## config.mk

```make
export PLATFORM = sky130hd
export DESIGN_NAME = dram_mux_ctrl
export DESIGN_NICKNAME = d
export VERILOG_FILES = /design/src/rtl/dram_mux_pkg.sv /design/src/rtl/dmx_refresh.sv /design/src/rtl/dmx_addr_mux.sv /design/src/rtl/dmx_seq.sv /design/src/rtl/dram_mux_ctrl.sv
export SDC_FILE = /design/constraint.sdc
export NUM_CORES = 1
export LEC_CHECK = 0
export BUFFER_PORTS_ARGS = -buffer_cell sky130_fd_sc_hd__buf_4
export CORE_AREA = 2 2 97 99
export DETAILED_ROUTE_END_ITERATION = 12
export DIE_AREA = 0 0 99 101
export SLEW_MARGIN = 5
export SYNTH_ARGS = -nofsm -noshare
export SYNTH_HDL_FRONTEND = slang
export SYNTH_SLANG_ARGS = --single-unit
```

## constraint.sdc

```tcl
create_clock -name clk -period 1.4 [get_ports clk]
set_input_delay 0.28 -clock clk [delete_from_list [all_inputs] [get_ports clk]]
set_output_delay 0.28 -clock clk [all_outputs]
set_load 0.005 [all_outputs]
```

## src/rtl/dram_mux_pkg.sv

```systemverilog
package dram_mux_pkg;
  typedef enum logic [2:0] {
    ST_IDLE,
    ST_ROW,
    ST_RAS,
    ST_COL,
    ST_CAS,
    ST_PRE
  } seq_state_e;
endpackage

```

## src/rtl/dmx_refresh.sv

```systemverilog
module dmx_refresh #(
  parameter int REFRESH_TICKS = 64,
  parameter int ROW_W         = 8
) (
  input  logic             clk,
  input  logic             rst_n,
  input  logic             grant,
  output logic             pend,
  output logic [ROW_W-1:0] row
);
  localparam int TW = $clog2(REFRESH_TICKS + 1);

  logic [TW-1:0]    tmr_q, tmr_d;
  logic             pend_q, pend_d;
  logic [ROW_W-1:0] row_q, row_d;
  logic             tick;

  assign tick = (tmr_q == '0);

  always_comb begin
    tmr_d  = tick ? TW'(REFRESH_TICKS - 1) : tmr_q - 1'b1;
    pend_d = tick | (pend_q & ~grant);
    row_d  = grant ? row_q + 1'b1 : row_q;
  end

  always_ff @(posedge clk or negedge rst_n) begin
    if (!rst_n) begin
      tmr_q  <= TW'(REFRESH_TICKS - 1);
      pend_q <= 1'b0;
      row_q  <= '0;
    end else begin
      tmr_q  <= tmr_d;
      pend_q <= pend_d;
      if (grant) row_q <= row_d;
    end
  end

  assign pend = pend_q;
  assign row  = row_q;

  // a new tick must never find the previous request still unserved
  p_no_lost_refresh_r10: assert property (@(posedge clk) disable iff (!rst_n)
    tick |-> !pend_q);
  // the row counter only moves when a refresh is granted
  p_row_step_r9: assert property (@(posedge clk) disable iff (!rst_n)
    !grant |=> $stable(row_q));
endmodule

```

## src/rtl/dmx_addr_mux.sv

```systemverilog
module dmx_addr_mux #(
  parameter int ROW_W = 8
) (
  input  logic [2*ROW_W-1:0] full_addr,
  input  logic               ras_n,
  output logic [ROW_W-1:0]   pins
);
  genvar b;
  generate
    for (b = 0; b < ROW_W; b++) begin : g_bit
      assign pins[b] = ras_n ? full_addr[b] : full_addr[ROW_W + b];
    end
  endgenerate
endmodule

```

## src/rtl/dmx_seq.sv

```systemverilog
module dmx_seq
  import dram_mux_pkg::*;
#(
  parameter int T_ROW  = 1,
  parameter int T_RAS  = 1,
  parameter int T_COL  = 1,
  parameter int T_CAS  = 2,
  parameter int T_PRE  = 2,
  parameter int ROW_W  = 8,
  parameter int DATA_W = 4
) (
  input  logic                clk,
  input  logic                rst_n,
  input  logic                rfsh_pend,
  input  logic [ROW_W-1:0]    rfsh_row,
  output logic                rfsh_grant,
  input  logic                req_valid,
  input  logic                req_write,
  input  logic [2*ROW_W-1:0]  req_addr,
  input  logic [DATA_W-1:0]   req_wdata,
  output logic                ack,
  output logic [DATA_W-1:0]   rdata,
  output logic [2*ROW_W-1:0]  addr_q,
  input  logic [DATA_W-1:0]   dq_in,
  output logic [DATA_W-1:0]   dq_out,
  output logic                dq_oe,
  output logic                ras_n,
  output logic                cas_n,
  output logic                we_n,
  output logic                oe_n
);
  localparam int PH_W = $clog2(T_ROW + T_RAS + T_COL + T_CAS + T_PRE + 1);

  seq_state_e         st_q, st_d;
  logic [PH_W-1:0]    ph_q, ph_d;
  logic               ld_en, rf_sel;
  logic               rf_q, wr_q;
  logic [DATA_W-1:0]  wdata_q;
  logic [2*ROW_W-1:0] a_q;
  logic               ack_q, ack_d;
  logic               rd_en;
  logic [DATA_W-1:0]  rdata_q;
  logic               host_rd, host_wr;

  always_comb begin
    st_d   = st_q;
    ph_d   = ph_q;
    ld_en  = 1'b0;
    rf_sel = 1'b0;
    ack_d  = 1'b0;
    rd_en  = 1'b0;
    case (st_q)
      ST_IDLE: begin
        if (rfsh_pend) begin
          ld_en  = 1'b1;
          rf_sel = 1'b1;
          st_d   = ST_ROW;
          ph_d   = PH_W'(T_ROW - 1);
        end else if (req_valid) begin
          ld_en = 1'b1;
          st_d  = ST_ROW;
          ph_d  = PH_W'(T_ROW - 1);
        end
      end
      ST_ROW: begin
        if (ph_q == '0) begin
          st_d = ST_RAS;
          ph_d = PH_W'(T_RAS - 1);
        end else ph_d = ph_q - 1'b1;
      end
      ST_RAS: begin
        if (ph_q == '0) begin
          st_d = ST_COL;
          ph_d = PH_W'(T_COL - 1);
        end else ph_d = ph_q - 1'b1;
      end
      ST_COL: begin
        if (ph_q == '0) begin
          st_d = ST_CAS;
          ph_d = PH_W'(T_CAS - 1);
        end else ph_d = ph_q - 1'b1;
      end
      ST_CAS: begin
        if (ph_q == '0) begin
          st_d  = ST_PRE;
          ph_d  = PH_W'(T_PRE - 1);
          ack_d = ~rf_q;
          rd_en = ~rf_q & ~wr_q;
        end else ph_d = ph_q - 1'b1;
      end
      ST_PRE: begin
        if (ph_q == '0) st_d = ST_IDLE;
        else ph_d = ph_q - 1'b1;
      end
      default: st_d = ST_IDLE;
    endcase
  end

  always_ff @(posedge clk or negedge rst_n) begin
    if (!rst_n) begin
      st_q    <= ST_IDLE;
      ph_q    <= '0;
      rf_q    <= 1'b0;
      wr_q    <= 1'b0;
      wdata_q <= '0;
      a_q     <= '0;
      ack_q   <= 1'b0;
      rdata_q <= '0;
    end else begin
      st_q  <= st_d;
      ph_q  <= ph_d;
      ack_q <= ack_d;
      if (ld_en) begin
        rf_q    <= rf_sel;
        wr_q    <= rf_sel ? 1'b0 : req_write;
        wdata_q <= req_wdata;
        a_q     <= rf_sel ? {{ROW_W{1'b0}}, rfsh_row} : req_addr;
      end
      if (rd_en) rdata_q <= dq_in;
    end
  end

  assign host_wr    = wr_q & ~rf_q;
  assign host_rd    = ~wr_q & ~rf_q;
  assign rfsh_grant = ld_en & rf_sel;
  assign ras_n      = ~((st_q == ST_RAS) | (st_q == ST_COL) | (st_q == ST_CAS));
  assign cas_n      = ~((st_q == ST_CAS) & ~rf_q);
  assign we_n       = ~(((st_q == ST_COL) | (st_q == ST_CAS)) & host_wr);
  assign oe_n       = ~((st_q == ST_CAS) & host_rd);
  assign dq_oe      = (st_q == ST_CAS) & host_wr;
  assign dq_out     = wdata_q;
  assign addr_q     = a_q;
  assign ack        = ack_q;
  assign rdata      = rdata_q;

  p_oe_we_excl_r8: assert property (@(posedge clk) disable iff (!rst_n)
    !(!oe_n && !we_n));
  p_cas_inside_ras_r4: assert property (@(posedge clk) disable iff (!rst_n)
    !cas_n |-> !ras_n);
  p_strobes_rise_r4: assert property (@(posedge clk) disable iff (!rst_n)
    $rose(cas_n) |-> $rose(ras_n));
  p_drive_in_cas_r6: assert property (@(posedge clk) disable iff (!rst_n)
    dq_oe |-> (!cas_n && !we_n));
  p_ack_pulse_r11: assert property (@(posedge clk) disable iff (!rst_n)
    ack_q |=> !ack_q);
  p_ack_at_rise_r11: assert property (@(posedge clk) disable iff (!rst_n)
    ack_q |-> $rose(ras_n));
endmodule

```

## src/rtl/dram_mux_ctrl.sv

```systemverilog
module dram_mux_ctrl #(
  parameter int T_ROW         = 1,
  parameter int T_RAS         = 1,
  parameter int T_COL         = 1,
  parameter int T_CAS         = 2,
  parameter int T_PRE         = 2,
  parameter int REFRESH_TICKS = 64,
  parameter int ROW_W         = 8,
  parameter int DATA_W        = 4
) (
  input  logic                clk,
  input  logic                rst_n,
  input  logic                req_valid,
  input  logic                req_write,
  input  logic [2*ROW_W-1:0]  req_addr,
  input  logic [DATA_W-1:0]   req_wdata,
  output logic                req_ack,
  output logic [DATA_W-1:0]   rsp_rdata,
  output logic [ROW_W-1:0]    dram_addr,
  output logic                dram_ras_n,
  output logic                dram_cas_n,
  output logic                dram_we_n,
  output logic                dram_oe_n,
  input  logic [DATA_W-1:0]   dram_dq_in,
  output logic [DATA_W-1:0]   dram_dq_out,
  output logic                dram_dq_oe
);
  logic               rst_s1_q, rst_s2_q;
  logic               rfsh_pend, rfsh_grant;
  logic [ROW_W-1:0]   rfsh_row;
  logic [2*ROW_W-1:0] addr_q;

  always_ff @(posedge clk or negedge rst_n) begin
    if (!rst_n) begin
      rst_s1_q <= 1'b0;
      rst_s2_q <= 1'b0;
    end else begin
      rst_s1_q <= 1'b1;
      rst_s2_q <= rst_s1_q;
    end
  end

  dmx_refresh #(.REFRESH_TICKS(REFRESH_TICKS), .ROW_W(ROW_W)) u_rfsh (
    .clk   (clk),
    .rst_n (rst_s2_q),
    .grant (rfsh_grant),
    .pend  (rfsh_pend),
    .row   (rfsh_row)
  );

  dmx_seq #(
    .T_ROW(T_ROW), .T_RAS(T_RAS), .T_COL(T_COL), .T_CAS(T_CAS), .T_PRE(T_PRE),
    .ROW_W(ROW_W), .DATA_W(DATA_W)
  ) u_seq (
    .clk        (clk),
    .rst_n      (rst_s2_q),
    .rfsh_pend  (rfsh_pend),
    .rfsh_row   (rfsh_row),
    .rfsh_grant (rfsh_grant),
    .req_valid  (req_valid),
    .req_write  (req_write),
    .req_addr   (req_addr),
    .req_wdata  (req_wdata),
    .ack        (req_ack),
    .rdata      (rsp_rdata),
    .addr_q     (addr_q),
    .dq_in      (dram_dq_in),
    .dq_out     (dram_dq_out),
    .dq_oe      (dram_dq_oe),
    .ras_n      (dram_ras_n),
    .cas_n      (dram_cas_n),
    .we_n       (dram_we_n),
    .oe_n       (dram_oe_n)
  );

  dmx_addr_mux #(.ROW_W(ROW_W)) u_mux (
    .full_addr (addr_q),
    .ras_n     (dram_ras_n),
    .pins      (dram_addr)
  );

  p_row_before_fall_r2: assert property (@(posedge clk) disable iff (!rst_s2_q)
    $fell(dram_ras_n) |-> $past(dram_addr) == $past(addr_q[ROW_W-1:0]));
  p_col_at_cas_r3: assert property (@(posedge clk) disable iff (!rst_s2_q)
    $fell(dram_cas_n) |-> dram_addr == addr_q[2*ROW_W-1:ROW_W]);
endmodule

```

# Word level (Yosys, flattened, before mapping)
# Cells that the tools add are included.
# totals
mem_bits_rw	0
memories	0
elab_cells	89
rom_bits	0
latchBits	0
output_inout_bits	22
input_bits	28
regBits	51
# op_classes
n_reduce_logical	8
bitwise_logic	19
multipliers	0
n_eq_ne	12
n_div	0
add_sub_neg	3
n_lt_le_gt_ge	0
shifts	0
n_mux	34
# ops
op	count
3-bit two-way mux	12
1-bit two-way mux	18
3-bit one-hot mux with 6 select lines	1
16-bit two-way mux	1
3-bit one-hot mux with 4 select lines	1
2-bit by 1-bit != test with 1-bit output, second input constant	5
8-bit by 1-bit adder with 8-bit output, second input constant	1
1-bit AND	8
7-bit zero test	1
7-bit two-way mux	1
1-bit NOT	7
7-bit by 1-bit subtractor with 7-bit output, second input constant	1
3-bit by 2-bit equality test with 1-bit output, second input constant	2
3-bit equality test, second input constant	2
3-bit zero test	2
6-bit AND reduction	1
1-bit bitwise OR	4
4-bit nonzero test	1
2-bit OR reduction	2
3-bit by 1-bit equality test with 1-bit output, second input constant	1
3-bit != test, second input constant	1
3-bit AND reduction	1
3-bit by 1-bit subtractor with 3-bit output, second input constant	1
2-bit != test, second input constant	1

# Logic depth before layout (Yosys ltp)
# depth
ltp_word	7
mapped_depth	7
depth_no_buf	6

# By module
# Synthesis repeated with hierarchy kept, for this count alone.
# unflattened
hier_cells	229
hier_area_um2	2471.1
# modules_own_cells
module	seq_area_each_um2	cells_per_inst	area_each_um2	instances
dmx_seq	825.8	158	1590.3	1
dmx_refresh	407.9	59	695.7	1
dmx_addr_mux	0.0	9	131.4	1
dram_mux_ctrl	50.0	3	53.8	1

# Worst setup path after synthesis
# No wires, ideal clock.
# synth_timing
kind	register to output
startpoint	reg u_seq.st_q[2]
endpoint	out dram_addr[0]
path_buffers	1
path_stages_with_launch	5
slack_ns	-0.218
required_time_ns	1.120
t_arrival_ns	1.338
cell_sequence	dfrtp_1 buf_4 and2b_1 a21oi_4 mux2_2
# synth_between
elab_chain_len	4
word_cells_on_any_way	6
classes_between	3 x eq/ne; 1 x mux; 2 x bitwise
# synth_rtl
element	line_no	text
from (decl)	dmx_seq.sv:34	seq_state_e st_q, st_d;
from (signal assigned)	dmx_seq.sv:110	st_q <= st_d;
3-bit by 2-bit equality test with 1-bit output	dmx_seq.sv:126	assign ras_n = ~((st_q == ST_RAS) | (st_q == ST_COL) | (st_q == ST_CAS));
1-bit bitwise OR	dmx_seq.sv:126	
1-bit bitwise OR (*)	dmx_seq.sv:126	
1-bit two-way mux (*)	dmx_addr_mux.sv:11	assign pins[b] = ras_n ? full_addr[b] : full_addr[ROW_W + b];
to (decl)	dram_mux_ctrl.sv:19	output logic [ROW_W-1:0] dram_addr,
# Mark *: on every way between the ends. The rest lies on a longest branch, timed or not.

# Final worst setup path
# layout_timing
startpoint	reg u_seq.st_q[2]
endpoint	out dram_addr[4]
# Same word-level chain as after synthesis.

==> out/summary.txt <==
DP Area = 3240 um^2
synth cell count leaders = 45 x dfrtp_1, 39 x nand2_1, 16 x mux2_2, 16 x o21ai_0, 12 x nand4_1
sequential element share of the synthesized area = 52.2%
Die ar. = 10000 um^2
Routed WL = 6.05 mm
Setup WS post-layout = -0.579 ns
post-synthesis mux area share = 8.15%
crit path time final = 1.98 ns
via count = 2000
fraction of layout cells with a size suffix above 1 = 50.3%
Peak VDD IR = 976 uV
count leader, synth = dfrtp_1
clk root buf = clkbuf_8
Critical Path Sink Type = output port
Yosys reg bits = 51
Hold Path Class = in2reg
vias in the first global route = 2003
PD cells = 1750 nW/um^2
leakage power = 1.69 nW
final hold violations = 0
met3 Use GR = 2.43%
Iter 0 DRT Violations = 78
Synth Area in Compound Gates = 9.37%
r2r setup slk = -0.29 ns
fraction of the mapped netlist area in simple logic gates = 19.9%
r2r startpoint = u_seq.st_q[1]$_DFFE_PN0P_
Initial Util = 27.4%
Syn Nets = 264
final slew viol count = 0
global routing usage on met1 = 16.8%
Die Wd = 99 um
Final ANT Viol Nets = 0
EDFF count, synth = 0
synth unique cells = 44
dominant cell type by area after synthesis = dfrtp_1
FFs w/ async S/R, synth = 100%
die height = 101 um
maxcap violations = 0
clk buf depth = 2
Mapped Cells = 231
met2 Use GR = 19.5%
CORE AREA = 8980 um^2
Setup CP Type = reg2out
Clock Skews = 0.00981 ns
gr ovfl total = 0
yosys warns = 0
fin nets = 356
Remaining DRCs = 0
gpl congestion = 0.805
Arrival @ worst endpoint = 1.70 ns
H-tree depth = 2
Total Power = 0.00632 W
adder-cell share of the synthesized area = 2.55%
top cells by area, synth = dfrtp_1 46%, mux2_2 7.3%, dfstp_2 6.4%
post-DP HPWL = 4.27 mm
first-pass GRT wire length = 9.78 mm
outcome = complete, but fails checks
P&R area growth vs syn = 47.3%
clk_lat worst skew = 0.32 ns
initial antenna violation count = 0
top cell type's share of synthesized area = 45.8%
syn avg cell area = 10.6 um^2
Filler cells = 866
CP Launch Type = flop
drt first pass iters = 4
clock slew at reported path FFs = 0.10 ns
Worst Hold End = u_seq.dq_out[3]$_DFFE_PN0P_
Global Route Usage Sum = 12.3%
xor and xnor area share after synthesis = 3.92%
RR Endpoint = u_seq.rdata[3]$_DFFE_PN0P_
unrepaired setup endpoints after global routing = true
port bufs = 49
CP required = 1.12 ns
post-place setup slack = -0.244 ns
hold depth = 2
maximum clock frequency = 505 MHz
largest net degree at the start of global routing = 50
Wirelength per Cell = 13.9 um
Ant. Diodes = 0
vias per std cell = 4.60
CP Max Fanout = 9
main combinational cell family by area after synthesis = simple AND/OR/NAND/NOR gates
gr busiest metal = met2
io pins = 50
path depth of the worst reg2reg path = 7
CTS tree = done
final worst path period share = 141%
failing checks = negative setup slack
min-delay src = req_wdata[3]
top_reg_cell synth = dfrtp_1
number of buffers created by CTS = 5
finished layout cell area = 3620 um^2
clock sinks = 51
row cnt = 35
Cell Area, Synth = 2460 um^2
Setup violations, final = 43
[placed cells by master, fill, tap and decap left out, types with 5 or more instances in the layout]
master,instances
nor2_1,7
buf_6,14
buf_4,78
clkbuf_8,5
nand2_1,32
dfrtp_1,43
o21ai_1,10
nand4_1,12
mux2_2,12
nand2_2,7
dfstp_2,6
xnor2_1,7
[flip-flops by register name, summed over array words and instances (netlist names)]
name          count
u_seq.st_q        3
u_rfsh.tmr_q      7
u_seq.dq_out      4
rst_s1_q          1
u_rfsh.pend       1
rst_s2_q          1
u_seq.ph_q        3
u_rfsh.row        8
u_seq.wr_q        1
u_seq.addr_q     16
u_seq.ack         1
u_seq.rdata       4
u_seq.rf_q        1
[cell type report]
type | instances | area [um^2] | area share (%)
Sequential cell | 51 | 1290 | 35.5
Multi-Input combinational cell | 161 | 1260 | 34.8
Timing Repair Buffer | 96 | 813 | 22.5
Tap cell | 111 | 139 | 3.84
Clock buffer | 5 | 68.8 | 1.90
Inverter | 8 | 30.0 | 0.830
Clock inverter | 3 | 22.5 | 0.622
[per-layer routing]
metal / share of wire (%) / vias up
li1: - / 992
met1: 47 / 965
met2: 48 / 37
met3: 3.1 / 6
met4: 1.2 / 0
met5: 0 / -
[worst max path at each step]
stage	slack, ns	end	startpoint	depth (start not counted)
2_1_floorplan	-0.19	dram_addr[0]	u_seq.st_q[2]$_DFFE_PN0P_	4
3_3_place_gp	-0.23	dram_addr[4]	u_seq.st_q[2]$_DFFE_PN0P_	5
3_5_place_dp	-0.24	dram_addr[4]	u_seq.st_q[2]$_DFFE_PN0P_	5
4_1_cts	-0.59	dram_addr[4]	u_seq.st_q[1]$_DFFE_PN0P_	5
5_1_grt	-0.66	dram_addr[4]	u_seq.st_q[2]$_DFFE_PN0P_	5
6_report	-0.58	dram_addr[4]	u_seq.st_q[2]$_DFFE_PN0P_	5
[report_power, final]
part | total (W) | internal (W) | leakage, nW | switching, W
sequential | 0.00230 | 0.00195 | 0.638 | 0.000356
combinational | 0.00311 | 0.00179 | 1.01 | 0.00132
clock | 0.000901 | 0.000360 | 0.0485 | 0.000542
[timing repair]
action                                 CTS  global route
hold buffers                             1             0
pin swaps                                9            16
setup endpoints to repair               48            54
buffers inserted                         8             6
gates resized for setup                 28            29
endpoints found under the hold margin    2             0
[worst max-delay path: stages (launching register included)]
cell and delay, ns:
dfrtp_1 0.39, and2b_1 0.23, a21oi_4 0.14, buf_12 0.14
mux2_2 0.34, buf_4 0.14
[stage by stage]
step / TNS (ns) / hold slack [ns] / utilization [%] / instances
3_5_place_dp: -5.88 / 0.0636 / 36.1 / 414
3_3_place_gp: -5.17 / 0.0625 / 36.1 / 414
2_1_floorplan: -1.83 / -0.0156 / - / 231
4_1_cts: -11.29 / 0.179 / 38.7 / 431
5_1_grt: -13.75 / 0.177 / 40.3 / 435
6_report: -10.60 / 0.184 / 40.3 / 435
[logic make-up (layout without fill, tap and decap cells)]
logic type      count (synthesis)  after routing
mux                            18             18
simple gates                   88             88
fa+ha+maj                       5              5
flops                          51             51
buf+inv                        19            112
other cells                     1              1
compound gates                 38             38
xor+xnor                       11             11
No activity file was read; power rests on OpenSTA's default activity.
